[src/rtl/bank_map_pkg.sv]
package bank_map_pkg;
  localparam int CARD_ROWS  = 4;
  localparam int PAIR_BANKS = 2 * CARD_ROWS;
  localparam int BANK_W     = $clog2(PAIR_BANKS);
  localparam int PAIR_W     = 3;

  // Bit order matches the register: [7] mode, [6] half, [5:3] pair, [2:0] bank
  typedef struct packed {
    logic              mode32;
    logic              half_hi;
    logic [PAIR_W-1:0] pair;
    logic [BANK_W-1:0] bank;
  } bank_reg_t;
endpackage

[src/rtl/bank_reg.sv]
module bank_reg
  import bank_map_pkg::*;
#(
  parameter logic [7:0] IO_PORT = 8'hFF
) (
  input  logic       clk,
  input  logic       rst_n,
  input  logic       io_wr,
  input  logic [7:0] io_addr,
  input  logic [7:0] io_wdata,
  output bank_reg_t  q
);
  logic hit;
  assign hit = io_wr && (io_addr == IO_PORT);

  always_ff @(posedge clk or negedge rst_n) begin
    if (!rst_n)   q <= '0;
    else if (hit) q <= bank_reg_t'(io_wdata);
  end
endmodule

[src/rtl/bank_route.sv]
module bank_route
  import bank_map_pkg::*;
(
  input  bank_reg_t         q,
  input  logic              cpu_a15,
  output logic [PAIR_W-1:0] pair,
  output logic [BANK_W-1:0] bank,
  output logic              ram_a15
);
  always_comb begin
    if (q.mode32 && !cpu_a15) begin
      // low 32K of the CPU space stays on main memory
      pair    = '0;
      bank    = '0;
      ram_a15 = 1'b0;
    end else if (q.mode32) begin
      pair    = q.pair;
      bank    = q.bank;
      ram_a15 = q.half_hi;
    end else begin
      pair    = q.pair;
      bank    = q.bank;
      ram_a15 = cpu_a15;
    end
  end
endmodule

[src/rtl/row_decoder.sv]
module row_decoder
  import bank_map_pkg::*;
#(
  parameter int N_PAIRS = 8
) (
  input  logic                         mem_req,
  input  logic [PAIR_W-1:0]            pair,
  input  logic [BANK_W-1:0]            bank,
  output logic [N_PAIRS*PAIR_BANKS-1:0] row_sel_n
);
  for (genvar p = 0; p < N_PAIRS; p++) begin : g_pair
    logic pair_en;
    assign pair_en = mem_req && (pair == PAIR_W'(p));
    for (genvar c = 0; c < 2; c++) begin : g_card
      logic card_en;
      assign card_en = pair_en && (bank[BANK_W-1] == 1'(c));
      for (genvar r = 0; r < CARD_ROWS; r++) begin : g_row
        assign row_sel_n[p*PAIR_BANKS + c*CARD_ROWS + r] =
          ~(card_en && (bank[BANK_W-2:0] == (BANK_W-1)'(r)));
      end
    end
  end
endmodule

[src/rtl/bank_mapper.sv]
module bank_mapper
  import bank_map_pkg::*;
#(
  parameter int         N_PAIRS = 8,
  parameter logic [7:0] IO_PORT = 8'hFF
) (
  input  logic                          clk,
  input  logic                          rst_n,
  input  logic                          io_wr,
  input  logic [7:0]                    io_addr,
  input  logic [7:0]                    io_wdata,
  input  logic                          mem_req,
  input  logic                          cpu_a15,
  output logic [N_PAIRS*PAIR_BANKS-1:0] row_sel_n,
  output logic                          ram_a15,
  output logic                          activity
);
  bank_reg_t         q;
  logic [PAIR_W-1:0] pair;
  logic [BANK_W-1:0] bank;

  bank_reg #(.IO_PORT(IO_PORT)) u_reg (
    .clk(clk), .rst_n(rst_n), .io_wr(io_wr), .io_addr(io_addr),
    .io_wdata(io_wdata), .q(q)
  );

  bank_route u_route (
    .q(q), .cpu_a15(cpu_a15), .pair(pair), .bank(bank), .ram_a15(ram_a15)
  );

  row_decoder #(.N_PAIRS(N_PAIRS)) u_dec (
    .mem_req(mem_req), .pair(pair), .bank(bank), .row_sel_n(row_sel_n)
  );

  // bank-0 line high during a request means another bank is in use
  assign activity = mem_req && row_sel_n[0];
endmodule

[config.mk]
export PLATFORM = sky130hd
export DESIGN_NAME = bank_mapper
export DESIGN_NICKNAME = d
export VERILOG_FILES = /design/src/rtl/bank_map_pkg.sv /design/src/rtl/bank_reg.sv /design/src/rtl/bank_route.sv /design/src/rtl/row_decoder.sv /design/src/rtl/bank_mapper.sv
export SDC_FILE = /design/constraint.sdc
export NUM_CORES = 1
export LEC_CHECK = 0
export BUFFER_PORTS_ARGS = -buffer_cell sky130_fd_sc_hd__buf_2
export CORE_MARGIN = 4
export CORE_UTILIZATION = 40
export DETAILED_ROUTE_END_ITERATION = 10
export PLACE_DENSITY = 0.84
export SKIP_LAST_GASP = 1
export SLEW_MARGIN = 0
export SYNTH_ARGS = -nofsm -noshare
export SYNTH_HDL_FRONTEND = slang
export SYNTH_SLANG_ARGS = --single-unit
[constraint.sdc]
create_clock -name clk -period 3.55 [get_ports clk]
set_input_delay 0.71 -clock clk [delete_from_list [all_inputs] [get_ports clk]]
set_output_delay 0.71 -clock clk [all_outputs]
set_load 0.005 [all_outputs]
## Yosys cells after proc, flatten, opt, wreduce, memory -nomap -nowiden

Cells that the tools add are included.

- Output and inout bits: 66
- Register bits: 8
- Input port bits: 21

- Reductions and logical operators: 94
- Mux-type cells: 4
- Equality and inequality tests: 11
- Bitwise gates (word level): 65

Operators by type and width:

| kind | number |
|---|---|
| 1-bit logical AND | 91 |
| 1-bit NOT | 65 |
| 3-bit == test, second input constant | 4 |
| 8-bit == test, second input constant | 1 |
| 3-bit by 2-bit == test with 1-bit output, second input constant | 2 |
| 3-bit 2-to-1 mux | 2 |
| 2-bit == test, second input constant | 2 |
| 3-bit by 1-bit == test with 1-bit output, second input constant | 1 |
| 3-bit logical NOT | 1 |
| 2-bit by 1-bit == test with 1-bit output, second input constant | 1 |
| 2-bit logical NOT | 1 |
| 1-bit 2-to-1 mux | 2 |
| 1-bit logical NOT | 1 |

## Depth between registers and ports, before layout

- Depth in word-level cells: 9
- Gate-level depth with buffers: 5
- Gate-level depth less buffers: 3

## Cells and area by module

A second synthesis with hierarchy kept.

- Cell total of the unflattened synthesis: 130
- Area, all modules: 979.7 sq um

By module, submodules not included:

| module | cells an instance | area an instance (sq um) | times used | seq. area each (sq um) |
|---|---|---|---|---|
| row_decoder | 100 | 580.6 | 1 | 0.0 |
| bank_reg | 20 | 327.8 | 1 | 200.2 |
| bank_route | 9 | 65.1 | 1 | 0.0 |
| bank_mapper | 1 | 6.3 | 1 | 0.0 |

## Least setup slack after synthesis

OpenSTA, ideal clock, no wires.

- Path kind: input-to-output
- Start point: in cpu_a15
- End point: out row_sel_n[42]
- Arrival time: 1,463 ps
- Path buffers: 2
- Cell stages on the path: 5
- Data required time: 2,840 ps
- Path slack: 1,377 ps
- Cell sequence: nor2b_1 buf_6 buf_6 nor4b_4 nand2_1

- Longest elaborated chain between the ends: 8
- Elaborated cells between the ends (all ways): 11
- Classes of those cells: eq/ne: 2; mux: 2; bitwise: 2; reduce/logical: 5

Ends and longest elaborated chain:

| item | line | text |
|---|---|---|
| start, declared | bank_mapper.sv:13 | `input logic cpu_a15,` |
| 1-bit logical NOT (*) | bank_route.sv:11 | `if (q.mode32 && !cpu_a15) begin` |
| 1-bit logical AND (*) | bank_route.sv:11 |  |
| 3-bit 2-to-1 mux | bank_route.sv:11 |  |
| 3-bit == test | row_decoder.sv:13 | `assign pair_en = mem_req && (pair == PAIR_W'(p));` |
| 1-bit logical AND | row_decoder.sv:13 |  |
| 1-bit logical AND | row_decoder.sv:16 | `assign card_en = pair_en && (bank[BANK_W-1] == 1'(c));` |
| 1-bit logical AND (*) | row_decoder.sv:19 | `~(card_en && (bank[BANK_W-2:0] == (BANK_W-1)'(r)));` |
| 1-bit NOT (*) | row_decoder.sv:19 |  |
| end, declared | bank_mapper.sv:14 | `output logic [N_PAIRS*PAIR_BANKS-1:0] row_sel_n,` |

Mark *: on every way between the ends. The rest lies on a longest branch, timed or not.

## Worst setup path in the final report

- Start point: in cpu_a15
- End point: out activity

- Longest elaborated chain between the ends: 9
- Elaborated cells between the ends (all ways): 12
- Classes of those cells: mux: 2; bitwise: 2; reduce/logical: 8

Ends and longest elaborated chain:

| item | line | text |
|---|---|---|
| 1-bit logical NOT (*) | bank_route.sv:11 |  |
| 1-bit logical AND (*) | bank_route.sv:11 |  |
| 3-bit 2-to-1 mux | bank_route.sv:11 |  |
| 3-bit logical NOT | row_decoder.sv:13 |  |
| 1-bit logical AND | row_decoder.sv:13 |  |
| 1-bit logical AND | row_decoder.sv:16 |  |
| 1-bit logical AND (*) | row_decoder.sv:19 |  |
| 1-bit NOT (*) | row_decoder.sv:19 |  |
| 1-bit logical AND (*) | bank_mapper.sv:36 | `assign activity = mem_req && row_sel_n[0];` |
| end, declared | bank_mapper.sv:16 | `output logic activity` |

Marked as above.

==> impl.org <==
** Setup path
- STA puts the critical path data required time at approximately 2.8 ns.
- Endpoint class of the critical path :: output port
- WS Path Type :: in2out
- The worst register-to-register path has a setup slack of 2.53 ns.
- Launching element type of the critical path :: input pin
- In this run the worst path has a maximum fanout of 24.
- Buffering stage count on the worst path with inverters included :: 3
- At the worst endpoint, the arrival time is 1.85 ns.
- Cell at the slowest stage of the critical path :: o21a_1
- Most prevalent standard cell on the critical path :: buf_2
- Critical Path, Cell by Cell :: buf_2, nor2b_2, buf_4, o21a_1, a21boi_0, buf_2
- Broken down by cell family, the worst path's largest delay share belongs to buffers and inverters.
- On the worst path, the slowest cell contributes a delay of 0.34 ns.

** Cells and area
- After the last flow step, the layout net total stands at 237.
- Most frequent standard cell in the layout excluding fill and tap cells :: buf_2
- The top cell types in the final layout, fill and taps aside, are buf_2, nand2_1, mux2_2, dfrtp_1, nor3b_2.
- Area grow syn2layout :: 44.63%
- u_reg.q holds more flip-flops than any other register.
- Of the cells placed in the final design, the portion with a size suffix greater than 1 is 0.5327.
- The register with the most flip-flops in the layout has 8 of them.
- Largest regs :: u_reg.q (8)
- The repair_antennas step left the layout with diodes totalling 0.

** Synthesis
- Flops & latches, synth :: 8
- Count of yosys warnings during synthesis :: 0
- After synthesis, the netlist uses 28 different library cells.
- In the synthesized netlist, the number of instances is 132.
- Of the synthesized area, sequential elements account for 0.2023.
- When the netlist entered floorplanning its net count stood at 153.
- In this run the cell area of the synthesized design comes to 989.7 um^2.
- Synth Area per Inst :: 7.498 um^2

** STA
- The worst path needs 2.562 ns of the cycle, external delays included.
- Number of pins with negative max-slew slack in the final report :: 0
- Highest achievable clock rate :: 390.4 MHz
- At the pin with the least slew margin, the transition time is approximately 0.5 ns.
- Of the available clock period, the critical path in the final layout requires 0.7216.
- Final setup vio count :: 0
- Setup Skew :: 0 ns
- The number of hold violations in the final report came to 0.
- Summed over all failing endpoints, the final setup total negative slack is 0 ns.
- Worst relative slew slack :: 0.6584
- Setup repair after global routing left no endpoint under its margin.

** Detailed routing
- Post-DR wirelength/cell :: 12.21 um
- Overall routed net length :: about 3000 um
- DRT iter0 DRCs :: 46
- The first detailed-routing pass ran for 4 iterations.
- Total via count in the routed design :: 1,186
- In the routed layout, each cell is associated on average with a via count of 4.901.
- For this run, design rule violations remaining after detail routing come to 0.
- Number of antenna-violating nets in the routed design :: 0

** CTS
- Post-CTS Setup Repair Bufs :: 0
- The clock net in this run drives a total of 8 sinks.
- After clock tree synthesis, the repair step resized 0 gates.
- Hold-fix buffers, CTS :: 0
- At the later pin of the worst-skew pair, clock insertion delay measures ~0.25 ns.
- CTS root buffer :: clkbuf_4
- Clock H-tree levels :: 1
- Maximum clock path buffer count :: 2
- After clock tree synthesis, the clock-pin slew on the worst setup and hold paths is 0.05 ns.
- Counting the buffers created by CTS gives 3.
- CTS tree :: done

** Power and ir drop
- Of the total power, the share spent switching nets is 0.2992.
- Of the total power, combinational logic draws 0.261.
- The internal portion of the total power is 0.1632 mW.
- Clk network pwr share :: 0.290
- The analysis attributes to net switching a power of ~0.07 mW.
- For this design the ratio of total power to cell area is 162.7 mW/mm^2.
- The design draws 0.2329 mW.
- Worst vdd ir :: 0.1551 mV
- Part of the total power dissipated in sequential elements :: 0.449
- Static Leak :: between 0.5 and 0.6 nW

** Global routing
- Entering global routing, the biggest net connects 25 pins.
- Total track usage :: 0.1736
- GR Overflow Total :: 0
- The initial antenna violation count was 0.
- Via count of the first global-routing pass :: between 1,000 and 1,500
- First-pass GRT wire length :: 4774 um

** Floorplan
- The die is 57.74 um wide.
- For this configuration, the core starts out at a cell density of 0.4349.
- # rows :: 17
- CORE AREA :: 0.002276 mm^2
- The die is 57.74 um tall.
- Number of top-level pins :: between 80 and 90
- The die covers 0.003334 mm^2.

** Placement
- Summed over all nets, the half-perimeter wirelength after detailed placement is ~2400 um.
- Last weighted congestion value of the routability-driven placer :: 0.8638
- In this run the tool buffered the top-level ports with 86 buffer cells.

** Run status
- The flow ran to the end, and the final reports show no timing, DRC or antenna violations.

** Flow run
- Maximum Capacitance Violations :: 0

** Worst hold path
- Type of the worst min-delay path :: in2async
-- metal layers --
layer / GRT usage / vias up / wire length [um]
met5: 0 / - / 0
met4: 0.03974 / 0 / 0
met3: 0.02673 / 0 / 235
met2: 0.3290 / 50 / 1557
met1: 0.2016 / 529 / 1163
li1: - / 607 / -
-- cell families after synthesis --
logic type,after synthesis,synth area share
AO/OA/AOI/OAI,6,0.05436
AND/OR/NAND/NOR,98,0.5765
multiplexers,8,0.09103
buffers and inverters,12,0.07585
flip-flops,8,0.2023
-- final timing paths --
check / depth (start not counted) / to / from
worst max-delay path: 6 / activity / cpu_a15
worst max register to register: 1 / u_reg.q[0] / u_reg.q[0]
worst min-delay path: 1 / u_reg.q[0] / rst_n
min in group clk: 1 / u_reg.q[6] / u_reg.q[6]
worst min register to register: 1 / u_reg.q[6] / u_reg.q[6]
max in group asynchronous: 1 / u_reg.q[5] / rst_n
-- cell type report --
type	count	area (um^2)
Timing Repair Buffer	88	445.4
Tap cell	28	35.03
Multi-Input combinational cell	112	716.9
Fill cell	235	844.6
Sequential cell	8	200.2
Clock buffer	3	22.52
Inverter	3	11.26
-- power groups by stage --
stage | clock network (mW) | logic, mW | registers (mW)
final | 0.0676 | 0.0608 | 0.104
after global routing | 0.0756 | 0.0672 | 0.106
after CTS | 0.0704 | 0.0615 | 0.104
after detailed placement | 0 | 0.0613 | 0.106
after global placement | 0 | 0.0602 | 0.105
after floorplan | 0 | 0.0440 | 0.100
-- cells in the mapped netlist --
library cell | instances | area (um^2)
nand2_1 | 65 | 244.0
dfrtp_1 | 8 | 200.2
mux2_2 | 8 | 90.09
nor3b_2 | 5 | 62.56
nor3_1 | 4 | 20.02
buf_2 | 3 | 15.01
buf_6 | 3 | 33.78
inv_1 | 3 | 11.26
nand3b_1 | 3 | 22.52
nor3_2 | 3 | 30.03
nor3b_1 | 3 | 22.52
nor4b_4 | 3 | 71.32
a21boi_0 | 2 | 15.01
clkbuf_1 | 2 | 7.510
nand3_1 | 2 | 10.01
o211a_1 | 2 | 20.02
or3b_1 | 2 | 17.52
and4b_1 | 1 | 10.01
buf_4 | 1 | 7.510
nand4_1 | 1 | 6.260
nor2_1 | 1 | 3.750
nor2b_1 | 1 | 6.260
nor3_4 | 1 | 16.27
nor4bb_1 | 1 | 10.01
o21a_1 | 1 | 7.510
o21bai_2 | 1 | 11.26
or3_1 | 1 | 6.260
or3b_4 | 1 | 11.26
-- metrics by stage --
step | area, um^2 | util | hold WS, ns | worst slack (ns) | std cells
after detailed placement | 1409 | 0.6190 | 0.4965 | 0.9972 | 239
after floorplan | 989.7 | - | 0.4144 | 1.377 | 132
final | 1431 | 0.6289 | 0.2902 | 0.9885 | 242
after global routing | 1431 | 0.6289 | 0.2890 | 0.8990 | 242
after global placement | 1409 | 0.6190 | 0.4925 | 1.028 | 239
after CTS | 1431 | 0.6289 | 0.2885 | 0.9928 | 242
Note: power is estimated with default switching activity, not from simulation.
